[src/rtl/pwm_dbuf_pkg.sv]
package pwm_dbuf_pkg;

   localparam int PS_W = 4;

   typedef enum logic [1:0] {
      ADDR_PERIOD  = 2'd0,
      ADDR_DUTY_HI = 2'd1,
      ADDR_CTRL    = 2'd2,
      ADDR_NONE    = 2'd3
   } reg_addr_e;

   typedef enum logic [1:0] {
      STEP_1   = 2'b00,
      STEP_4   = 2'b01,
      STEP_16  = 2'b10,
      STEP_16B = 2'b11
   } step_sel_e;

   localparam int CTRL_RUN_BIT = 0;
   localparam int CTRL_PS_LSB  = 1;
   localparam int CTRL_LO_LSB  = 4;

   function automatic logic [PS_W-1:0] step_last(step_sel_e s);
      case (s)
         STEP_1:  step_last = 4'd0;
         STEP_4:  step_last = 4'd3;
         default: step_last = 4'd15;
      endcase
   endfunction

endpackage

[src/rtl/pwm_dbuf_regs.sv]
module pwm_dbuf_regs
   import pwm_dbuf_pkg::*;
#(
   parameter int TMR_W  = 8,
   parameter int FRAC_W = 2
) (
   input  logic              clk,
   input  logic              rst,
   input  logic              wr_en,
   input  logic [1:0]        wr_addr,
   input  logic [TMR_W-1:0]  wr_data,
   output logic [TMR_W-1:0]  period_q,
   output logic [TMR_W-1:0]  duty_hi_q,
   output logic [FRAC_W-1:0] duty_lo_q,
   output logic              run_q,
   output step_sel_e         step_sel_q
);

   if (TMR_W < CTRL_LO_LSB + FRAC_W) begin : g_bad_width
      $error("TMR_W too narrow for the control byte layout");
   end

   reg_addr_e addr;
   assign addr = reg_addr_e'(wr_addr);

   always_ff @(posedge clk) begin
      if (rst) begin
         period_q   <= '0;
         duty_hi_q  <= '0;
         duty_lo_q  <= '0;
         run_q      <= 1'b0;
         step_sel_q <= STEP_1;
      end else if (wr_en) begin
         case (addr)
            ADDR_PERIOD:  period_q  <= wr_data;
            ADDR_DUTY_HI: duty_hi_q <= wr_data;
            ADDR_CTRL: begin
               run_q      <= wr_data[CTRL_RUN_BIT];
               step_sel_q <= step_sel_e'(wr_data[CTRL_PS_LSB +: 2]);
               duty_lo_q  <= wr_data[CTRL_LO_LSB +: FRAC_W];
            end
            default: ;
         endcase
      end
   end

   logic unused_ctrl_bits;
   assign unused_ctrl_bits = ^wr_data;

endmodule

[src/rtl/pwm_dbuf_step.sv]
module pwm_dbuf_step
   import pwm_dbuf_pkg::*;
(
   input  logic      clk,
   input  logic      rst,
   input  logic      run,
   input  step_sel_e step_sel,
   output logic      step
);

   logic [PS_W-1:0] div_q;
   logic [PS_W-1:0] last;

   assign last = step_last(step_sel);
   assign step = run && (div_q == last);

   always_ff @(posedge clk) begin
      if (rst)       div_q <= '0;
      else if (step) div_q <= '0;
      else if (run)  div_q <= div_q + 1'b1;
   end

   assert_div_frozen_R9: assert property (@(posedge clk) disable iff (rst)
      !run |=> $stable(div_q));

endmodule

[src/rtl/pwm_dbuf_timer.sv]
module pwm_dbuf_timer #(
   parameter int TMR_W  = 8,
   parameter int FRAC_W = 2
) (
   input  logic                    clk,
   input  logic                    rst,
   input  logic                    step,
   input  logic [TMR_W-1:0]        period,
   output logic                    wrap,
   output logic [TMR_W+FRAC_W-1:0] fine_nxt
);

   localparam int FINE_W = TMR_W + FRAC_W;

   if (FRAC_W != 2) begin : g_bad_frac
      $error("FRAC_W must be 2: the fine count splits a step into quarters");
   end

   logic [FINE_W-1:0] fine_q;

   assign wrap     = step && (fine_q[FINE_W-1:FRAC_W] == period)
                          && (&fine_q[FRAC_W-1:0]);
   assign fine_nxt = wrap ? '0 : fine_q + 1'b1;

   always_ff @(posedge clk) begin
      if (rst)       fine_q <= '0;
      else if (step) fine_q <= fine_nxt;
   end

   assert_count_holds_R3: assert property (@(posedge clk) disable iff (rst)
      !step |=> $stable(fine_q));

   assert_wrap_clears_R3: assert property (@(posedge clk) disable iff (rst)
      wrap |=> (fine_q == '0));

endmodule

[src/rtl/pwm_dbuf_shadow.sv]
module pwm_dbuf_shadow #(
   parameter int DUTY_W = 10
) (
   input  logic              clk,
   input  logic              rst,
   input  logic              load,
   input  logic [DUTY_W-1:0] pend,
   output logic [DUTY_W-1:0] act
);

   always_ff @(posedge clk) begin
      if (rst)       act <= '0;
      else if (load) act <= pend;
   end

   assert_shadow_held_R7: assert property (@(posedge clk) disable iff (rst)
      !load |=> $stable(act));

endmodule

[src/rtl/pwm_dbuf_top.sv]
module pwm_dbuf_top
   import pwm_dbuf_pkg::*;
(
   input  logic       clk,
   input  logic       rst,
   input  logic       wr_en,
   input  logic [1:0] wr_addr,
   input  logic [7:0] wr_data,
   output logic       pwm_o
);

   localparam int TMR_W  = 8;
   localparam int FRAC_W = 2;
   localparam int DUTY_W = TMR_W + FRAC_W;

   logic [TMR_W-1:0]  period_q;
   logic [TMR_W-1:0]  duty_hi_q;
   logic [FRAC_W-1:0] duty_lo_q;
   logic              run_q;
   step_sel_e         step_sel_q;
   logic              step;
   logic              wrap;
   logic [DUTY_W-1:0] fine_nxt;
   logic [DUTY_W-1:0] pend;
   logic [DUTY_W-1:0] act;
   logic              out_q;

   pwm_dbuf_regs #(.TMR_W(TMR_W), .FRAC_W(FRAC_W)) u_regs (
      .clk(clk), .rst(rst), .wr_en(wr_en), .wr_addr(wr_addr), .wr_data(wr_data),
      .period_q(period_q), .duty_hi_q(duty_hi_q), .duty_lo_q(duty_lo_q),
      .run_q(run_q), .step_sel_q(step_sel_q)
   );

   pwm_dbuf_step u_step (
      .clk(clk), .rst(rst), .run(run_q), .step_sel(step_sel_q), .step(step)
   );

   pwm_dbuf_timer #(.TMR_W(TMR_W), .FRAC_W(FRAC_W)) u_timer (
      .clk(clk), .rst(rst), .step(step), .period(period_q),
      .wrap(wrap), .fine_nxt(fine_nxt)
   );

   assign pend = {duty_hi_q, duty_lo_q};

   pwm_dbuf_shadow #(.DUTY_W(DUTY_W)) u_shadow (
      .clk(clk), .rst(rst), .load(wrap), .pend(pend), .act(act)
   );

   always_ff @(posedge clk) begin
      if (rst)                            out_q <= 1'b0;
      else if (!run_q)                    out_q <= 1'b0;
      else if (wrap)                      out_q <= (pend != '0);
      else if (step && fine_nxt == act)   out_q <= 1'b0;
   end

   assign pwm_o = out_q;

   assert_off_low_R9: assert property (@(posedge clk) disable iff (rst)
      !run_q |=> !pwm_o);

   assert_rise_at_start_R10: assert property (@(posedge clk) disable iff (rst)
      $rose(pwm_o) |-> $past(wrap));

   assert_zero_duty_low_R5: assert property (@(posedge clk) disable iff (rst)
      (wrap && pend == '0) |=> !pwm_o);

   assert_no_step_no_fall_R4: assert property (@(posedge clk) disable iff (rst)
      (run_q && !step && pwm_o) |=> pwm_o);

endmodule

[config.mk]
export PLATFORM = sky130hd
export DESIGN_NAME = pwm_dbuf_top
export DESIGN_NICKNAME = d
export VERILOG_FILES = /design/src/rtl/pwm_dbuf_pkg.sv /design/src/rtl/pwm_dbuf_regs.sv /design/src/rtl/pwm_dbuf_step.sv /design/src/rtl/pwm_dbuf_timer.sv /design/src/rtl/pwm_dbuf_shadow.sv /design/src/rtl/pwm_dbuf_top.sv
export SDC_FILE = /design/constraint.sdc
export NUM_CORES = 1
export LEC_CHECK = 0
export BUFFER_PORTS_ARGS = -buffer_cell sky130_fd_sc_hd__buf_2
export CORE_MARGIN = 5
export CORE_UTILIZATION = 64
export CTS_BUF_LIST = sky130_fd_sc_hd__clkbuf_16
export CTS_CLUSTER_SIZE = 20
export DETAILED_ROUTE_END_ITERATION = 10
export GPL_ROUTABILITY_DRIVEN = 0
export PLACE_DENSITY = 0.82
export SYNTH_ARGS = -nofsm -noshare
export SYNTH_HDL_FRONTEND = slang
export SYNTH_HIERARCHICAL = 1
export SYNTH_SLANG_ARGS = --single-unit
[constraint.sdc]
create_clock -name clk -period 4.52 [get_ports clk]
set_input_delay 0.452 -clock clk [delete_from_list [all_inputs] [get_ports clk]]
set_output_delay 0.452 -clock clk [all_outputs]
set_load 0.02 [all_outputs]
# == Yosys cells after proc, flatten, opt, wreduce, memory -nomap -nowiden ==
# Index checks and enable logic that the tools add are counted.
# classes
n_mul,0
order_cmp,0
add_sub_neg,2
reduce_logical,14
n_bitwise,1
div_mod_pow,0
eq_ne,6
muxes,4
shift,0
# op_table
cell,count
$add 10x1->10 const B,1
$eq 10x10->1,1
$mux 10,1
$reduce_bool 10->1,1
$eq 8x8->1,1
$pmux 4 s2,1
$reduce_and 2->1,4
$add 4x1->4 const B,1
$eq 2x1->1 const B,2
$eq 4x4->1,1
$logic_and 1x1->1,4
$logic_not 2->1,2
$reduce_or 2->1,2
$eq 2x2->1 const B,1
$mux 1,2
$reduce_bool 2->1,1
$not 1->1,1
# word_totals
rom_bits,0
in_bits,13
memories,0
ramBits,0
ff_bits,46
latch_bits,0

# == Longest topological paths before layout ==
# Gate-level depths: netlist of run 1.
# logic_depth
word_depth,11
ltp_mapped,11
ltp_nobuf,10

# == By module ==
# The synthesis of run 1 kept the hierarchy.
# by_module_without_submodules
module,area_each_um2,cells_per_inst,instances,seq_area_each_um2
pwm_dbuf_regs,873.3,81,1,420.4
pwm_dbuf_timer,795.8,104,1,200.2
pwm_dbuf_shadow,352.8,32,1,200.2
pwm_dbuf_step,206.4,21,1,80.1
pwm_dbuf_top,173.9,21,1,20.0

# == Worst setup path before layout of run 1 ==
# OpenSTA, ideal clock, no wires.
# synth_path
kind,flip-flop to flip-flop
start,register u_step.div_q[0]
end,register out_q (netlist: pwm_o)
slack_ps,1778
period_less_slack_ps,2742
path_stages_with_launch,12
setup_ps,136
t_arrival_ps,2606
required_ps,4384
cell_sequence,dfxtp_1 -> or4_4 -> a221oi_2 -> nand2_1 -> nor2_1 -> and3_4 -> buf_4 -> nor2_1 -> xnor2_1 -> nand3b_1 -> nor4_1 -> a41oi_1
# synth_via
elab_chain_cells,8
# synth_lines
item,line,rtl
from (decl),pwm_dbuf_step.sv:11,logic [PS_W-1:0] div_q;
from (signal assigned),pwm_dbuf_step.sv:20,else if (run) div_q <= div_q + 1'b1;
$eq 4x4->1,pwm_dbuf_step.sv:15,assign step = run && (div_q == last);
$logic_and 1x1->1,pwm_dbuf_step.sv:15,
net step,pwm_dbuf_top.sv:21,logic step;
$logic_and 1x1->1,pwm_dbuf_timer.sv:21,assign wrap = step && (fine_q[FINE_W-1:FRAC_W] == period)
$logic_and 1x1->1,pwm_dbuf_timer.sv:22,&& (&fine_q[FRAC_W-1:0]);
$mux 10,pwm_dbuf_timer.sv:23,assign fine_nxt = wrap ? '0 : fine_q + 1'b1;
net fine_nxt[9],pwm_dbuf_top.sv:23,logic [DUTY_W-1:0] fine_nxt;
$eq 10x10->1,pwm_dbuf_top.sv:53,else if (step && fine_nxt == act) out_q <= 1'b0;
$logic_and 1x1->1,pwm_dbuf_top.sv:53,
$reduce_bool 2->1 (no source line),--,
to (signal assigned),pwm_dbuf_top.sv:52,else if (wrap) out_q <= (pend != '0);
to (decl),pwm_dbuf_top.sv:26,logic out_q;
# The timed path passes the listed nets, and every way through them passes these cells.
# A chain may end at the register's enable or synchronous reset.

# == Final worst setup path of run 1 ==
# layout_path
start,register u_step.div_q[0]
end,register out_q (netlist: pwm_o)
# layout_via
elab_chain_cells,8
# layout_lines
item,line,rtl
$eq 4x4->1 (*),pwm_dbuf_step.sv:15,
$logic_and 1x1->1 (*),pwm_dbuf_step.sv:15,
net step,pwm_dbuf_top.sv:21,
$logic_and 1x1->1 (*),pwm_dbuf_timer.sv:21,
$logic_and 1x1->1 (*),pwm_dbuf_timer.sv:22,
net wrap,pwm_dbuf_top.sv:22,logic wrap;
$mux 10,pwm_dbuf_timer.sv:23,
$eq 10x10->1,pwm_dbuf_top.sv:53,
$logic_and 1x1->1,pwm_dbuf_top.sv:53,
$reduce_bool 2->1 (no source line),--,
# The timed path passes the listed nets; every way through them passes the cells marked *.

==> results of run 1 <==
-- power breakdown --
part           switching, mW  internal [mW]
sequential            0.0216          0.419
clock                  0.146          0.203
combinational         0.0391         0.0413
total                  0.207          0.663
-- state kept, by name (all words and copies together), names as in the netlist --
register	count
u_step/div_q	4
u_regs/step_sel_q	2
pwm_o	1
u_shadow/act	10
u_regs/duty_lo_q	2
u_regs/duty_hi_q	8
u_regs/period_q	8
u_regs/run_q	1
u_timer/fine_q	10
-- tightest hold or removal path, delay by kind of cell --
kind,cells,cell delay (ps)
buf+inv,1,90
mux,1,70
simple gates,1,80
-- logic make-up after synthesis --
logic type,synth area share
compound gates,0.0484
xor+xnor,0.102
fa+ha+maj,0.0104
buf+inv,0.0448
flops,0.383
mux,0.138
simple gates,0.273
-- worst paths after layout --
check                            end  slack, ps  depth (start not counted)
setup reg to reg               pwm_o       1310                         11
setup / recovery               pwm_o       1310                         11
hold / removal    u_regs/period_q[6]        470                          3
hold reg to reg   u_regs/period_q[5]        500                          2
-- metrics by stage --
step / setup slack [ps] / total power [mW] / cell area, um2
after floorplan: 1780 / 0.511 / 2400
after global placement: 1520 / 0.527 / 2440
after detailed placement: 1400 / 0.529 / 2440
after CTS: 1340 / 0.875 / 2580
after global routing: 1150 / 0.905 / 2580
final: 1310 / 0.870 / 2580
-- cell usage after synthesis (2+ instances only) --
cell and instances:
nor2_1 23, nor4_1 3, a31oi_1 4, buf_6 2, or3_1 2, nand3b_1 3
nor4b_1 2, or4b_1 3, nor2b_1 2, nand4_1 2, nand2b_1 35, and3b_1 3
nor3_1 8, mux2i_1 33, inv_1 4, buf_4 3, o21ai_0 3, nor3b_1 2
a21oi_1 4, buf_2 4, nand3_1 11, clkbuf_1 5, nand2_1 7, ha_1 2
xnor2_1 12, xor2_1 16, dfxtp_1 46
-- area by class of cell --
cell class	count	area share
timing repair buffer	14	0.0281
clock buffer	5	0.0484
tap	48	0.0232
inverter	4	0.00581
multi-input combinational	193	0.531
sequential	46	0.356
clock inverter	3	0.00678
-- metal layers --
layer / vias to the layer above / wire length (um) / track usage
met3: 2 / 168 / 0.0379
met1: 854 / 2150 / 0.252
li1: 896 / - / -
met2: 27 / 2330 / 0.321
met4: 0 / 27 / 0.0543
met5: - / 0 / 0
==> impl_metrics.tcl, run 1 <==
set metrics [dict create \
    clk_path_buf_depth 2 \
    synthToLayoutAreaGrowth_pct 7.60 \
    cp.arrival_ps 3370 \
    dr.pass1.iters 4 \
    grt_pass1_vias 1667 \
    vias_per_cell 5.68 \
    drtAntennaViolNets 0 \
    grt_usage 0.192 \
    cts-resized-gates 0 \
    synth_area_leaders "dfxtp_1 38%, mux2i_1 14%, nand2b_1 9.1%, xor2_1 5.8%, xnor2_1 4.4%" \
    rows 22 \
    syn_area_um2 2400 \
    drive_above_1_share 0.0981 \
    slowest_stage "or4_4" \
    critPathBufInv 2 \
    p_leak_nw 1.04 \
    synth_flop_cell "dfxtp_1" \
    drtIter0Drc 145 \
    multiInputGateArea_um2 1370 \
    syn_inst 259 \
    dp.cells 305 \
    cap_violations 0 \
    antenna_found_initial 0 \
    cts_root_buf "clkbuf_16" \
    setup_viol 0 \
    postCtsSetupBuffers 0 \
    wire_per_inst_um 14.9 \
    worstReg2RegStart "u_step/div_q[0]" \
    cts_buffers 5 \
    ff_latch_area_um2 921 \
    synth.top_cell.area_share 0.383 \
    status "finished, final reports clean" \
    endpoint_kind "flip-flop" \
    ys_seq_area_frac 0.383 \
    crit_family "simple AND/OR/NAND/NOR gates" \
    port_buffers 13 \
    synth_warnings 6 \
    cp.required_ps 4670 \
    finish.utilization 0.706 \
    die-width_um 71.3 \
    ys_seq_elements 46 \
    grt_max_degree 56 \
    dieArea_um2 5080 \
    async_reset_ff_frac 0 \
    crit_path_max_incr_delay_ps 550 \
    drc_errors 0 \
    p_per_area_nw_per_um2 337 \
    core_um2 3660 \
    avgSynthCellArea_um2 9.28 \
    setup_tns_ps 0 \
    fin_skew_ps 8.06 \
    relSlewSlack 0.473 \
    finalCritPeriodShare 0.710 \
    cts_hold_buffers 0 \
    antennaDiodeCount 0 \
    clkTransAtPathRegs_ps 60 \
    critPathLaunchType "flip-flop" \
    fillers 279 \
    overflow 0 \
    via_count 1779 \
    yosysTopAreaCell "dfxtp_1" \
    worstSetupPathType "reg -> reg" \
    cts.sinks 46 \
    io_pins 14 \
    final-hold-violation-count 0 \
    finalCriticalPeriod_ps 3210 \
    maxSlewViolCount 0 \
    cp_max_fo 22 \
    stdcell_count 313 \
    hold_class "in -> reg" \
    htreeDepth 2 \
    crit_start "u_step/div_q[0]" \
    synth-edff-count 0 \
    die_h_um 71.3 \
    grt_setup_unrepaired "no" \
    synth_fp_nets 274 \
    cts_tree "built" \
    finalWirelength_mm 4.68 \
    layout_common_cells "46 x dfxtp_1, 35 x nand2b_1, 33 x mux2i_1" \
    finish.net_count 279 \
    fmax_mhz 311 \
    grt_pass1_wl_mm 7.82 \
    cp_cell_sequence "or4_4, a221oi_2, buf_4, nand2_1, nor2_1, nand3_1, inv_1, nor4b_1, nand3_1, o2111ai_1, a41oi_1" \
    hold_path_startpoint "wr_data[6]" \
    final_common_cell "dfxtp_1" \
    synthDistinctLibCells 42 \
    hold-worst-slack_ps 470 \
    clk_latency_ps 280 \
    tightest_slew_ps 791 \
    ir_drop_uv 264 \
    start_util 0.656 \
    dp_hpwl_mm 3.28 \
    cpMostUsedCell "nand3_1" \
]
Note: power is estimated with default switching activity, not from simulation.
==> run 2: changes to the inputs <==
--- a/config.mk
+++ b/config.mk
@@ -7,12 +7,12 @@
 export LEC_CHECK = 0
 export BUFFER_PORTS_ARGS = -buffer_cell sky130_fd_sc_hd__buf_2
 export CORE_MARGIN = 5
-export CORE_UTILIZATION = 64
+export CORE_UTILIZATION = 60
 export CTS_BUF_LIST = sky130_fd_sc_hd__clkbuf_16
 export CTS_CLUSTER_SIZE = 20
 export DETAILED_ROUTE_END_ITERATION = 10
 export GPL_ROUTABILITY_DRIVEN = 0
-export PLACE_DENSITY = 0.82
+export PLACE_DENSITY = 0.78
 export SYNTH_ARGS = -nofsm -noshare
 export SYNTH_HDL_FRONTEND = slang
 export SYNTH_HIERARCHICAL = 1
==> constraint.sdc (replaced) <==
create_clock -name clk -period 3 [get_ports clk]
set_input_delay 0.3 -clock clk [delete_from_list [all_inputs] [get_ports clk]]
set_output_delay 0.3 -clock clk [all_outputs]
set_load 0.02 [all_outputs]
==> run 2 against run 1 <==
Compared with the run above: largest power group unchanged; non-clock buffer count up 1; maximum frequency increased by 24%; clock power grew 52%; clock skew down 5.9 ps; via count shrank 2.7%.
==> impl_metrics.tcl, run 2 (synthesized netlist as in run 1, its figures left out) <==
set metrics [dict create \
    status "finished, final reports clean" \
    grt_pass1_wl_mm 7.75 \
    final_area_um2 2590 \
    fin_ws_ps 402 \
    relSlewSlack 0.485 \
    cts_hold_buffers 0 \
    critPathBufInv 2 \
    clkTransAtPathRegs_ps 60 \
    antenna_found_initial 0 \
    p_total_mw 1.31 \
    crit_family "simple AND/OR/NAND/NOR gates" \
    hold_end "u_regs/duty_hi_q[7]" \
    grt_max_degree 56 \
    reg_top3 "u_shadow/act x10, u_timer/fine_q x10" \
    cp_max_fo 9 \
    finalWirelength_mm 4.50 \
    hold-worst-slack_ps 319 \
    p_per_area_nw_per_um2 506 \
    cts.sinks 46 \
    fin_skew_ps 2.11 \
    cp.arrival_ps 2740 \
    antennaDiodeCount 0 \
    vias_per_cell 5.48 \
    port_buffers 13 \
    cts-resized-gates 0 \
    via_count 1731 \
    dr.pass1.iters 4 \
    clk_path_buf_depth 2 \
    slowest_stage "or4_4" \
    hold_class "in -> reg" \
    overflow 0 \
    hold_path_startpoint "wr_data[7]" \
    synthToLayoutAreaGrowth_pct 8.02 \
    critPathLaunchType "flip-flop" \
    grt_usage 0.185 \
    htreeDepth 2 \
    postCtsSetupBuffers 0 \
    p_leak_nw 1.05 \
    cts_tree "built" \
    wire_per_inst_um 14.2 \
    drc_errors 0 \
    cts_root_buf "clkbuf_16" \
    hold_depth 3 \
    die_h_um 73.3 \
    detailed_place.area_um2 2450 \
    rows 23 \
    grt_setup_unrepaired "no" \
    dp_slack_ps 398 \
    endpoint_kind "flip-flop" \
    clk_latency_ps 280 \
    worstSetupPathType "reg -> reg" \
    finalCritPeriodShare 0.866 \
    final_common_cell "dfxtp_1" \
    setup_tns_ps 0 \
    rrSetupSlack_ps 400 \
    r2r_end "u_shadow/act[4]" \
    cp_cell_sequence "or4_4, a221oi_2, nand2_1, nor2_1, nand3_1, inv_1, buf_4, mux2i_1, nor2_1" \
    tightest_slew_ps 773 \
    worstReg2RegStart "u_step/div_q[0]" \
    grt_pass1_vias 1697 \
    dp_hpwl_mm 3.22 \
    maxSlewViolCount 0 \
    layout_common_cells "46 x dfxtp_1, 35 x nand2b_1, 33 x mux2i_1" \
    fmax_mhz 385 \
    die-width_um 73.3 \
    finalCriticalPeriod_ps 2600 \
    core_um2 3940 \
    cap_violations 0 \
    final-hold-violation-count 0 \
    setup_viol 0 \
    dieArea_um2 5370 \
    cts_buffers 5 \
    cp.required_ps 3140 \
    crit_path_max_incr_delay_ps 540 \
    ir_drop_uv 381 \
    start_util 0.609 \
    drive_above_1_share 0.102 \
    io_pins 14 \
    finish.net_count 280 \
    drtAntennaViolNets 0 \
    cpMostUsedCell "nor2_1" \
    drtIter0Drc 102 \
    ff2ff_path_depth 9 \
]
==> run 2: changes by cell type in the layout (fill, tap and decap cells not counted), sizes merged <==
cell	before	now
buf	14	15
==> run 2: metrics by stage <==
step,instances,utilization
2_1_floorplan,259,-
5_1_grt,316,0.658
3_3_place_gp,308,0.622
4_1_cts,316,0.658
3_5_place_dp,308,0.622
6_report,316,0.658
==> run 2: layer usage <==
layer / GRT usage / wire length (um) / up-vias / share of wire
met4: 0.0738 / 36 / 0 / 0.0080
met1: 0.242 / 2190 / 798 / 0.49
li1: - / - / 899 / -
met5: 0 / 0 / - / 0
met2: 0.295 / 2130 / 30 / 0.47
met3: 0.0397 / 146 / 4 / 0.032
==> run 2: final cells by class <==
| type | instances | area [um2] |
|---|---|---|
| multi-input cells | 193 | 1370 |
| fillers | 316 | 1350 |
| flip-flops and latches | 46 | 921 |
| clock buffers | 5 | 125 |
| repair buffers | 15 | 80.1 |
| well taps | 50 | 62.6 |
| clock inverters | 3 | 17.5 |
| inverters | 4 | 15.0 |
==> run 2: worst reg2reg max path, stage by stage (launching register included) <==
cell,delay [ps]
dfxtp_1,360
or4_4,540
a221oi_2,260
nand2_1,120
nor2_1,160
nand3_1,270
inv_1,240
buf_4,240
mux2i_1,220
nor2_1,50
==> run 2: how the worst max path moves through the flow <==
stage,cells after the start,end,startpoint,slack (ps)
6_report,9,u_shadow/act[4],u_step/div_q[0],400
5_1_grt,10,pwm_o,u_step/div_q[0],160
4_1_cts,9,u_shadow/act[4],u_step/div_q[0],410
3_5_place_dp,10,pwm_o,u_step/div_q[0],400
3_3_place_gp,10,pwm_o,u_step/div_q[0],500
2_1_floorplan,11,pwm_o,u_step/div_q[0],260
==> run 2: where the power goes <==
| group | switching [mW] | total [mW] | internal, mW | leakage, nW |
|---|---|---|---|---|
| clock network | 0.226 | 0.531 | 0.305 | 0.0750 |
| registers | 0.0315 | 0.663 | 0.631 | 0.373 |
| logic | 0.0573 | 0.119 | 0.0622 | 0.599 |
==> run 3: changes to the inputs <==
--- a/config.mk
+++ b/config.mk
@@ -5,15 +5,16 @@
 export SDC_FILE = /design/constraint.sdc
 export NUM_CORES = 1
 export LEC_CHECK = 0
-export BUFFER_PORTS_ARGS = -buffer_cell sky130_fd_sc_hd__buf_2
 export CORE_MARGIN = 5
-export CORE_UTILIZATION = 60
+export CORE_UTILIZATION = 63
 export CTS_BUF_LIST = sky130_fd_sc_hd__clkbuf_16
 export CTS_CLUSTER_SIZE = 20
 export DETAILED_ROUTE_END_ITERATION = 10
+export DONT_BUFFER_PORTS = 1
 export GPL_ROUTABILITY_DRIVEN = 0
 export PLACE_DENSITY = 0.78
 export SYNTH_ARGS = -nofsm -noshare
 export SYNTH_HDL_FRONTEND = slang
 export SYNTH_HIERARCHICAL = 1
 export SYNTH_SLANG_ARGS = --single-unit
+export TNS_END_PERCENT = 100
==> run 3 against run 2 <==
Compared with the run above: highest routed layer unchanged; register-to-register slack got worse by 20 ps; clock-buffer cell count unchanged; sequential share of layout area increased by 0.29 points.
==> impl_metrics.tcl, run 3 (synthesized netlist as in run 1, its figures left out) <==
set metrics [dict create \
    grt_pass1_wl_mm 8.21 \
    synthToLayoutAreaGrowth_pct 7.14 \
    clk_path_buf_depth 2 \
    cp.required_ps 3170 \
    cp_max_fo 11 \
    dp_hpwl_mm 3.28 \
    antenna_found_initial 0 \
    antennaDiodeCount 0 \
    io_pins 14 \
    dr.pass1.iters 4 \
    cts_root_buf "clkbuf_16" \
    cts.sinks 46 \
    drc_errors 0 \
    clk_latency_ps 290 \
    ff_latch_area_um2 921 \
    p_clk_frac 0.477 \
    die_h_um 71.8 \
    wire_per_inst_um 15.7 \
    fillers 282 \
    reg_top3 "u_shadow/act x10, u_timer/fine_q x10" \
    cts_hold_buffers 0 \
    hold_end "u_timer/fine_q[5]" \
    crit_start "u_step/div_q[0]" \
    setup_viol 0 \
    finalWirelength_mm 4.72 \
    hold_class "in -> reg" \
    vias_per_cell 5.82 \
    routed.top_layer "met4" \
    drtIter0Drc 188 \
    via_count 1751 \
    layout_common_cells "46 x dfxtp_1, 35 x nand2b_1, 33 x mux2i_1" \
    cpMostUsedCell "nor2_1" \
    final_common_cell "dfxtp_1" \
    drtAntennaViolNets 0 \
    wl_met2_mm 2.33 \
    cts_buffers 5 \
    seq_power_share 0.452 \
    cts_tree "built" \
    postCtsSetupBuffers 0 \
    core_um2 3690 \
    wl_met1_mm 2.12 \
    cp.arrival_ps 2800 \
    overflow 0 \
    ir_drop_uv 480 \
    multiInputGateArea_um2 1370 \
    tightest_slew_ps 442 \
    finalCritPeriodShare 0.874 \
    hold_path_startpoint "rst" \
    critPathLaunchType "flip-flop" \
    r2r_end "u_shadow/act[2]" \
    fin_skew_ps 7.39 \
    hold_depth 1 \
    switchingPower_mw 0.305 \
    die-width_um 71.8 \
    fmax_mhz 381 \
    grt_pass1_vias 1688 \
    internal_power_mw 1.16 \
    finalCriticalPeriod_ps 2620 \
    grt_setup_unrepaired "no" \
    drive_above_1_share 0.0553 \
    ff2ff_path_depth 9 \
    worstReg2RegStart "u_step/div_q[0]" \
    endpoint_kind "flip-flop" \
    switching_share 0.208 \
    status "finished, final reports clean" \
    dieArea_um2 5150 \
    fin_ws_ps 377 \
    cap_violations 0 \
    crit_path_max_incr_delay_ps 550 \
    relSlewSlack 0.702 \
    rrSetupSlack_ps 380 \
    cts-resized-gates 0 \
    worstSetupPathType "reg -> reg" \
    clkTransAtPathRegs_ps 60 \
    combPwrFrac 0.071 \
    finish.net_count 267 \
    grt_max_degree 56 \
    htreeDepth 2 \
    port_buffers 0 \
    setup_tns_ps 0 \
    wl_met3_um 187 \
    p_per_area_nw_per_um2 570 \
    rows 22 \
    grt_usage 0.202 \
    maxSlewViolCount 0 \
    p_leak_nw 1.01 \
    cp_cell_sequence "or4_4, a221oi_2, nand2_1, nor2_1, nand3_1, inv_1, buf_4, mux2i_1, nor2_1" \
    dp_slack_ps 436 \
    slowest_stage "or4_4" \
    final-hold-violation-count 0 \
    start_util 0.651 \
]
==> run 3: cell types whose count changed in the layout (fill, tap and decap cells not counted), sizes merged <==
cell / before / now
bufinv: 0 / 2
inv: 5 / 4
clkinv: 2 / 1
buf: 15 / 2
==> run 3: critical path: cells and delay by family (launching register included) <==
kind / cells / cell delay, ps
DFF: 1 / 360
muxes: 1 / 270
and+or+nand+nor: 5 / 1190
buffers and inverters: 2 / 440
AOI/OAI and AO/OA: 1 / 270
==> run 3: metal layers <==
layer,GRT usage,up-vias
li1,-,868
met1,0.266,832
met2,0.324,42
met3,0.0477,9
met4,0.0668,0
met5,0,-
==> run 3: how the worst max path moves through the flow <==
stage | to | slack, ps | depth (start not counted)
finish | u_shadow/act[2] | 380 | 9
global route | pwm_o | 70 | 10
CTS | u_shadow/act[2] | 390 | 9
detailed placement | pwm_o | 440 | 10
global placement | pwm_o | 530 | 10
floorplan | pwm_o | 260 | 11
==> run 3: stage by stage <==
stage | cells | hold WS, ps | total power, mW | utilization | cell area, um2
2_1_floorplan | 259 | 372 | 0.769 | - | 2400
3_3_place_gp | 293 | 373 | 0.775 | 0.647 | 2380
3_5_place_dp | 293 | 375 | 0.779 | 0.647 | 2380
4_1_cts | 301 | 66.0 | 1.48 | 0.698 | 2570
5_1_grt | 301 | 70.1 | 1.52 | 0.698 | 2570
6_report | 301 | 70.8 | 1.47 | 0.698 | 2570
==> run 3: area by class of cell <==
class,count,area share
Timing Repair Buffer,2,0.00583
Clock inverter,3,0.0248
Multi-Input combinational cell,193,0.534
Tap cell,48,0.0233
Inverter,4,0.00583
Sequential cell,46,0.358
Clock buffer,5,0.0486
==> run 3: power groups by stage <==
stage / Sequential (mW) / Combinational (mW) / Clock [mW]
final: 0.663 / 0.104 / 0.700
after global routing: 0.666 / 0.116 / 0.740
after CTS: 0.663 / 0.105 / 0.713
after detailed placement: 0.676 / 0.103 / 0
after global placement: 0.676 / 0.0997 / 0
after floorplan: 0.657 / 0.113 / 0
